`src/rtl/acc_rot_pkg.sv`:
```
package acc_rot_pkg;
  localparam int DATA_W = 8;
  localparam int NIB_W  = DATA_W / 2;

  typedef enum logic [2:0] {
    OP_ROR  = 3'b000,
    OP_ROL  = 3'b001,
    OP_RORC = 3'b010,
    OP_ROLC = 3'b011,
    OP_DIGR = 3'b100,
    OP_DIGL = 3'b101
  } rotOp_e;

  typedef struct packed {
    logic loadOps;
    logic loadMem;
    logic doRotate;
  } rotStrobes_t;

  function automatic logic isDigitOp(input logic [2:0] op);
    return op[2:1] == 2'b10;
  endfunction
endpackage

```
`src/rtl/acc_rot_datapath.sv`:
```
module acc_rot_datapath
  import acc_rot_pkg::*;
(
  input  logic              clk,
  input  logic              rstN,
  input  rotStrobes_t       strb,
  input  logic [2:0]        opcode,
  input  logic [DATA_W-1:0] accIn,
  input  logic              carryIn,
  input  logic [DATA_W-1:0] memRdData,
  output logic [DATA_W-1:0] accOut,
  output logic              carryOut,
  output logic [DATA_W-1:0] memOut
);
  localparam int HI = DATA_W - 1;

  logic [2:0]        opReg;
  logic [DATA_W-1:0] accReg, memReg, accNext, memNext;
  logic              cyReg, cyNext;

  always_comb begin
    accNext = accReg;
    memNext = memReg;
    cyNext  = cyReg;
    unique case (opReg)
      OP_ROR:  begin accNext = {accReg[0], accReg[HI:1]}; cyNext = accReg[0];  end
      OP_ROL:  begin accNext = {accReg[HI-1:0], accReg[HI]}; cyNext = accReg[HI]; end
      OP_RORC: begin accNext = {cyReg, accReg[HI:1]}; cyNext = accReg[0];  end
      OP_ROLC: begin accNext = {accReg[HI-1:0], cyReg}; cyNext = accReg[HI]; end
      OP_DIGR: begin
        accNext = {accReg[HI:NIB_W], memReg[NIB_W-1:0]};
        memNext = {accReg[NIB_W-1:0], memReg[HI:NIB_W]};
      end
      OP_DIGL: begin
        accNext = {accReg[HI:NIB_W], memReg[HI:NIB_W]};
        memNext = {memReg[NIB_W-1:0], accReg[NIB_W-1:0]};
      end
      default: ;
    endcase
  end

  always_ff @(posedge clk or negedge rstN) begin
    if (!rstN) begin
      opReg  <= '0;
      accReg <= '0;
      memReg <= '0;
      cyReg  <= 1'b0;
    end else if (strb.loadOps) begin
      opReg  <= opcode;
      accReg <= accIn;
      cyReg  <= carryIn;
    end else if (strb.loadMem) begin
      memReg <= memRdData;
    end else if (strb.doRotate) begin
      accReg <= accNext;
      memReg <= memNext;
      cyReg  <= cyNext;
    end
  end

  assign accOut   = accReg;
  assign carryOut = cyReg;
  assign memOut   = memReg;


  digit_keeps_high_chk: assert property (@(posedge clk) disable iff (!rstN)
    (strb.doRotate && isDigitOp(opReg)) |=>
      (accReg[HI:NIB_W] == $past(accReg[HI:NIB_W]) && cyReg == $past(cyReg)));


  op_held_chk: assert property (@(posedge clk) disable iff (!rstN)
    !strb.loadOps |=> $stable(opReg));
endmodule

```
`src/rtl/acc_rot_control.sv`:
```
module acc_rot_control
  import acc_rot_pkg::*;
#(
  parameter int FAST_CYCLES = 10,
  parameter int SLOW_CYCLES = 12
) (
  input  logic        clk,
  input  logic        rstN,
  input  logic        start,
  input  logic [2:0]  opcode,
  input  logic        fastMem,
  input  logic        memRdAck,
  output rotStrobes_t strb,
  output logic        busy,
  output logic        done,
  output logic        memRdReq,
  output logic        memWr
);
  localparam int OVERHEAD = 3;
  localparam int FAST_DLY = FAST_CYCLES - OVERHEAD;
  localparam int SLOW_DLY = SLOW_CYCLES - OVERHEAD;
  localparam int CNT_W    = $clog2(SLOW_CYCLES + 1);

  typedef enum logic [2:0] {ST_IDLE, ST_READ, ST_DELAY, ST_EXEC, ST_FIN} rotState_e;

  rotState_e  state;
  logic [CNT_W-1:0] cnt;
  logic       digitOp, fastReg;

  always_ff @(posedge clk or negedge rstN) begin
    if (!rstN) begin
      state   <= ST_IDLE;
      cnt     <= '0;
      digitOp <= 1'b0;
      fastReg <= 1'b0;
    end else begin
      unique case (state)
        ST_IDLE: if (start) begin
          digitOp <= isDigitOp(opcode);
          fastReg <= fastMem;
          state   <= isDigitOp(opcode) ? ST_READ : ST_EXEC;
        end
        ST_READ: if (memRdAck) begin
          cnt   <= fastReg ? CNT_W'(FAST_DLY - 1) : CNT_W'(SLOW_DLY - 1);
          state <= ST_DELAY;
        end
        ST_DELAY: begin
          if (cnt == '0) state <= ST_EXEC;
          else           cnt   <= cnt - 1'b1;
        end
        ST_EXEC: state <= ST_FIN;
        ST_FIN:  state <= ST_IDLE;
        default: state <= ST_IDLE;
      endcase
    end
  end

  always_comb begin
    strb.loadOps  = (state == ST_IDLE) && start;
    strb.loadMem  = (state == ST_READ) && memRdAck;
    strb.doRotate = (state == ST_EXEC);
  end

  assign busy     = (state != ST_IDLE);
  assign done     = (state == ST_FIN);
  assign memRdReq = (state == ST_READ);
  assign memWr    = (state == ST_FIN) && digitOp;


  wr_single_chk: assert property (@(posedge clk) disable iff (!rstN)
    memWr |=> !memWr && !busy);


  rd_in_op_chk: assert property (@(posedge clk) disable iff (!rstN)
    memRdReq |-> busy && !done);


  done_ends_chk: assert property (@(posedge clk) disable iff (!rstN)
    done |=> !busy && !done);


  ack_advances_chk: assert property (@(posedge clk) disable iff (!rstN)
    (memRdReq && memRdAck) |=> !memRdReq && busy);

  initial begin

    delay_param_chk: assert (FAST_DLY >= 1 && SLOW_DLY >= 1);
  end
endmodule

```
`src/rtl/acc_rotate_unit.sv`:
```
module acc_rotate_unit
  import acc_rot_pkg::*;
#(
  parameter int FAST_CYCLES = 10,
  parameter int SLOW_CYCLES = 12
) (
  input  logic       clk,
  input  logic       rstN,
  input  logic       start,
  input  logic [2:0] opcode,
  input  logic [7:0] accIn,
  input  logic       carryIn,
  input  logic       fastMem,
  output logic       busy,
  output logic       done,
  output logic [7:0] accOut,
  output logic       carryOut,
  output logic       memRdReq,
  input  logic       memRdAck,
  input  logic [7:0] memRdData,
  output logic       memWr,
  output logic [7:0] memWrData
);
  rotStrobes_t strb;

  acc_rot_control #(
    .FAST_CYCLES(FAST_CYCLES),
    .SLOW_CYCLES(SLOW_CYCLES)
  ) u_ctrl (
    .clk(clk), .rstN(rstN), .start(start), .opcode(opcode),
    .fastMem(fastMem), .memRdAck(memRdAck), .strb(strb),
    .busy(busy), .done(done), .memRdReq(memRdReq), .memWr(memWr)
  );

  acc_rot_datapath u_dp (
    .clk(clk), .rstN(rstN), .strb(strb), .opcode(opcode),
    .accIn(accIn), .carryIn(carryIn), .memRdData(memRdData),
    .accOut(accOut), .carryOut(carryOut), .memOut(memWrData)
  );
endmodule

```
`config.mk`:
```
export PLATFORM = sky130hd
export DESIGN_NAME = acc_rotate_unit
export DESIGN_NICKNAME = d
export VERILOG_FILES = /design/src/rtl/acc_rot_pkg.sv /design/src/rtl/acc_rot_datapath.sv /design/src/rtl/acc_rot_control.sv /design/src/rtl/acc_rotate_unit.sv
export SDC_FILE = /design/constraint.sdc
export NUM_CORES = 1
export LEC_CHECK = 0
export ABC_AREA = 1
export BUFFER_PORTS_ARGS = -buffer_cell sky130_fd_sc_hd__buf_2
export CAP_MARGIN = 40
export CORE_ASPECT_RATIO = 2
export CORE_MARGIN = 10
export CORE_UTILIZATION = 45
export DETAILED_ROUTE_END_ITERATION = 6
export GPL_TIMING_DRIVEN = 0
export HOLD_SLACK_MARGIN = 0.1
export PLACE_DENSITY_LB_ADDON = 0.25
export SLEW_MARGIN = 25
export SYNTH_ARGS = -nofsm -noshare
export SYNTH_HDL_FRONTEND = slang
export SYNTH_SLANG_ARGS = --single-unit
export TNS_END_PERCENT = 100
```
`constraint.sdc`:
```
create_clock -name clk -period 2.9 [get_ports clk]
set_clock_uncertainty 0.15 [all_clocks]
set_input_delay 0.29 -clock clk [delete_from_list [all_inputs] [get_ports clk]]
set_output_delay 0.29 -clock clk [all_outputs]
set_load 0.01 [all_outputs]
```
==> PnR_summary.wiki <==
{| class="wikitable"
! Metric !! Value
|-
| Sum of overflow across all layers after global routing || 0
|-
| Portion of the post-synthesis area used by sequential elements || 37.5%
|-
| Maximum buffer depth of the clock tree || 2
|-
| Unrepaired setup endpoints after global routing || no
|-
| Total chip power || 2.58 mW
|-
| Number of instances on the worst hold path || 3
|-
| Largest net degree at the start of global routing || 30
|-
| Main combinational cell family by area after synthesis || simple AND/OR/NAND/NOR gates
|-
| Synth async-reset ratio || 100%
|-
| Dominant register cell in the synthesized netlist || sky130_fd_sc_hd__dfrtp_1
|-
| Clock buffer count from CTS || 5
|-
| Cell type with the highest aggregate area in the netlist || sky130_fd_sc_hd__dfrtp_1
|-
| Final clock period utilization by the worst path || 57.6%
|-
| Final slew viol count || 0
|-
| Summed instance area of the synthesized netlist || 1940 um^2
|-
| Clk slew on worst S/H paths || 0.06 ns
|-
| Fraction of final layout cells with drive strength greater than 1 || 24.3%
|-
| Area of the core || 4130 um^2
|-
| Slew @ Worst Pin || 0.680 ns
|-
| Startpoint-to-endpoint class of the critical path || register to output port
|-
| Ports placed on the boundary || 46
|-
| Area share of the largest cell type after synthesis || 37.5%
|-
| Accumulated negative setup slack || 0 ns
|-
| Status || finished, final reports clean
|-
| Register bit count reported by yosys || 29
|-
| Crit-path max FO || 4
|-
| Post-detail-place hpwl || 3990 um
|-
| Largest cells by area after synthesis || sky130_fd_sc_hd__dfrtp_1 37%, sky130_fd_sc_hd__nand2_1 19%, sky130_fd_sc_hd__nand3_1 11%
|-
| Final setup fails || 0
|-
| Number of warnings issued by yosys || 0
|-
| Arrival time at the worst endpoint || 1.23 ns
|-
| # H-tree levels || 2
|-
| Adder and majority cell fraction of the synthesized area || 0.646%
|-
| Total leakage power || 1.32 nW
|-
| Clock period minus worst slack || 1.67 ns
|-
| Path depth of the worst reg2reg path || 6
|-
| Basic-gate share of the synthesized area counting and, or, nand and nor cells || 45.8%
|-
| Die ar. || 7480 um^2
|-
| Worst slack at placement || 1.30 ns
|-
| Pre-Repair DR Iteration Count || 5
|-
| Synth Area in Compound Gates || 6.33%
|-
| Width of the die || 66.4 um
|-
| Number of antenna violations at the first check in global routing || 0
|-
| Clock tree from TritonCTS || built
|-
| Nets || 360
|-
| Count of buffers inserted at the top-level ports || 45
|-
| Post-Synth XOR/XNOR Area || 0%
|-
| VDD IR max || 543 uV
|-
| Layout area overhead || 21.0%
|-
| Worst relative slew slack || 54.7%
|-
| Clock root buffer master || sky130_fd_sc_hd__clkbuf_8
|-
| Mean cell area of the mapped netlist || 6.94 um^2
|-
| Detailed-route DRC error count || 0
|-
| Final antenna-violating net count || 0
|-
| DRT Wirelength || 5070 um
|-
| Wire length per cell after detailed routing || 13.1 um
|-
| Number of sinks driven by the clock tree || 29
|-
| Cells after synthesis || 279
|-
| Leading cell type in the layout, fill and taps excluded || sky130_fd_sc_hd__nand2_1
|-
| Vias || 1943
|-
| Total power divided by cell area || 1100 nW/um^2
|-
| Global router's overall resource usage || 14.3%
|-
| Ant. Diodes || 0
|-
| Fillers || 425
|-
| Number of design-rule violations left by the first detailed-router iteration || 63
|-
| Clock latency reported for the late side of the worst-skew pair || 0.28 ns
|-
| Worst min-delay path category || primary input to register
|-
| Row count || 33
|-
| Height of the die || 113 um
|-
| Number of max-capacitance violations reported || 0
|-
| Worst setup EP type || output port
|-
| Proportion of synthesized area in mux cells || 0%
|-
| Setup WS post-layout || 1.23 ns
|-
| Global-route wire length before repair || 8710 um
|-
| Highest-count cells in the layout ignoring fill and taps || 97 x sky130_fd_sc_hd__nand2_1, 47 x sky130_fd_sc_hd__buf_2, 43 x sky130_fd_sc_hd__nand3_1, 32 x sky130_fd_sc_hd__inv_1, 29 x sky130_fd_sc_hd__dfrtp_1
|-
| Weighted congestion at the end of routability-driven global placement || 0.836
|-
| Highest Clock Rate || 599 MHz
|-
| Nets in the synthesized netlist || 305
|-
| Initial core utilization || 46.9%
|-
| Number of failing hold endpoints at the final stage || 0
|-
| Vias in the first global route || 1985
|-
| Ratio of routed vias to standard cells || 5.03
|-
| Number of unique standard cell types used by synthesis || 27
|-
| CP startpoint kind || register
|-
| CP required || 2.46 ns
|-
| EDFF count, synth || 0
|}
-- sequential cells by signal, summed over array words and instances (netlist names) --
signal / flops
u_dp.accOut: 8
u_dp.opReg: 3
u_dp.memOut: 8
u_dp.carryOut: 1
u_ctrl.digitOp: 1
u_ctrl.cnt: 4
u_ctrl.state: 3
u_ctrl.fastReg: 1
-- through the flow --
| stage | cell area (um^2) | hold slack, ns | util (%) | std cells |
|---|---|---|---|---|
| finish | 2340 | 0.115 | 56.7 | 386 |
| global route | 2340 | 0.153 | 56.7 | 386 |
| CTS | 2340 | 0.112 | 56.7 | 386 |
| detailed placement | 2230 | 0.222 | 53.9 | 376 |
| global placement | 2230 | 0.215 | 53.9 | 376 |
| floorplan | 1940 | -0.156 | - | 279 |
-- kinds of logic (layout without fill, tap and decap cells) --
logic type               after synthesis  after routing
AND/OR/NAND/NOR                      185            185
buffers and inverters                 44             99
flip-flops                            29             29
AO/OA/AOI/OAI                         20             20
adder cells (fa/ha/maj)                1              1
-- what timing repair did --
item	4_1_cts	5_1_grt
buffers inserted	0	0
gates resized for setup	0	0
hold buffers	3	0
hold endpoints to repair	31	0
endpoints found under the setup margin	0	0
-- worst paths after layout --
path	slack, ns	endpoint	from
worst max-delay path	1.23	memRdReq	u_ctrl.state[0]
worst min-delay path	0.11	u_dp.opReg[2]	opcode[2]
worst max register to register	1.29	u_dp.memOut[3]	u_dp.opReg[1]
worst min register to register	0.35	u_ctrl.cnt[0]	u_ctrl.cnt[0]
max in group asynchronous	1.73	u_dp.accOut[0]	rstN
min in group asynchronous	0.43	u_ctrl.cnt[3]	rstN
-- worst max-delay path, stage by stage, from the launching register on --
cell                      delay (ns)
sky130_fd_sc_hd__dfrtp_1        0.45
sky130_fd_sc_hd__inv_2          0.07
sky130_fd_sc_hd__nor2_4         0.15
sky130_fd_sc_hd__nand2_4        0.08
sky130_fd_sc_hd__inv_4          0.08
sky130_fd_sc_hd__buf_2          0.13
-- area by class of cell --
cell class | count | area, um^2 | share of cell area (%)
buffer | 5 | 40.0 | 1.71
sequential | 29 | 726 | 31.0
clock buffer | 7 | 86.3 | 3.69
multi-input combinational | 206 | 1020 | 43.6
inverter | 39 | 149 | 6.36
tap | 52 | 65.1 | 2.78
timing repair buffer | 48 | 255 | 10.9
-- power breakdown --
part / leakage, nW / total (mW) / switching, mW / internal (mW)
Clock: 0.0443 / 0.340 / 0.152 / 0.188
Sequential: 0.367 / 0.804 / 0.213 / 0.591
Combinational: 0.904 / 1.43 / 0.910 / 0.524
-- synth_stat cells, types with 3 or more instances --
cell / n
sky130_fd_sc_hd__nand2_1: 97
sky130_fd_sc_hd__nand3_1: 43
sky130_fd_sc_hd__inv_1: 32
sky130_fd_sc_hd__dfrtp_1: 29
sky130_fd_sc_hd__o21ai_0: 16
sky130_fd_sc_hd__nor2_1: 12
sky130_fd_sc_hd__nand4_1: 10
sky130_fd_sc_hd__inv_2: 6
sky130_fd_sc_hd__nand2_4: 5
sky130_fd_sc_hd__or2_0: 4
sky130_fd_sc_hd__nand2_2: 3
sky130_fd_sc_hd__nor2_4: 3
-- per-layer routing --
layer | part of all wire [%] | GRT usage, %
met1 | 35 | 13.8
met2 | 57 | 26.2
met3 | 5.8 | 3.85
met4 | 2.5 | 7.03
met5 | 0 | 0
Power figures use the tool's default switching activity.
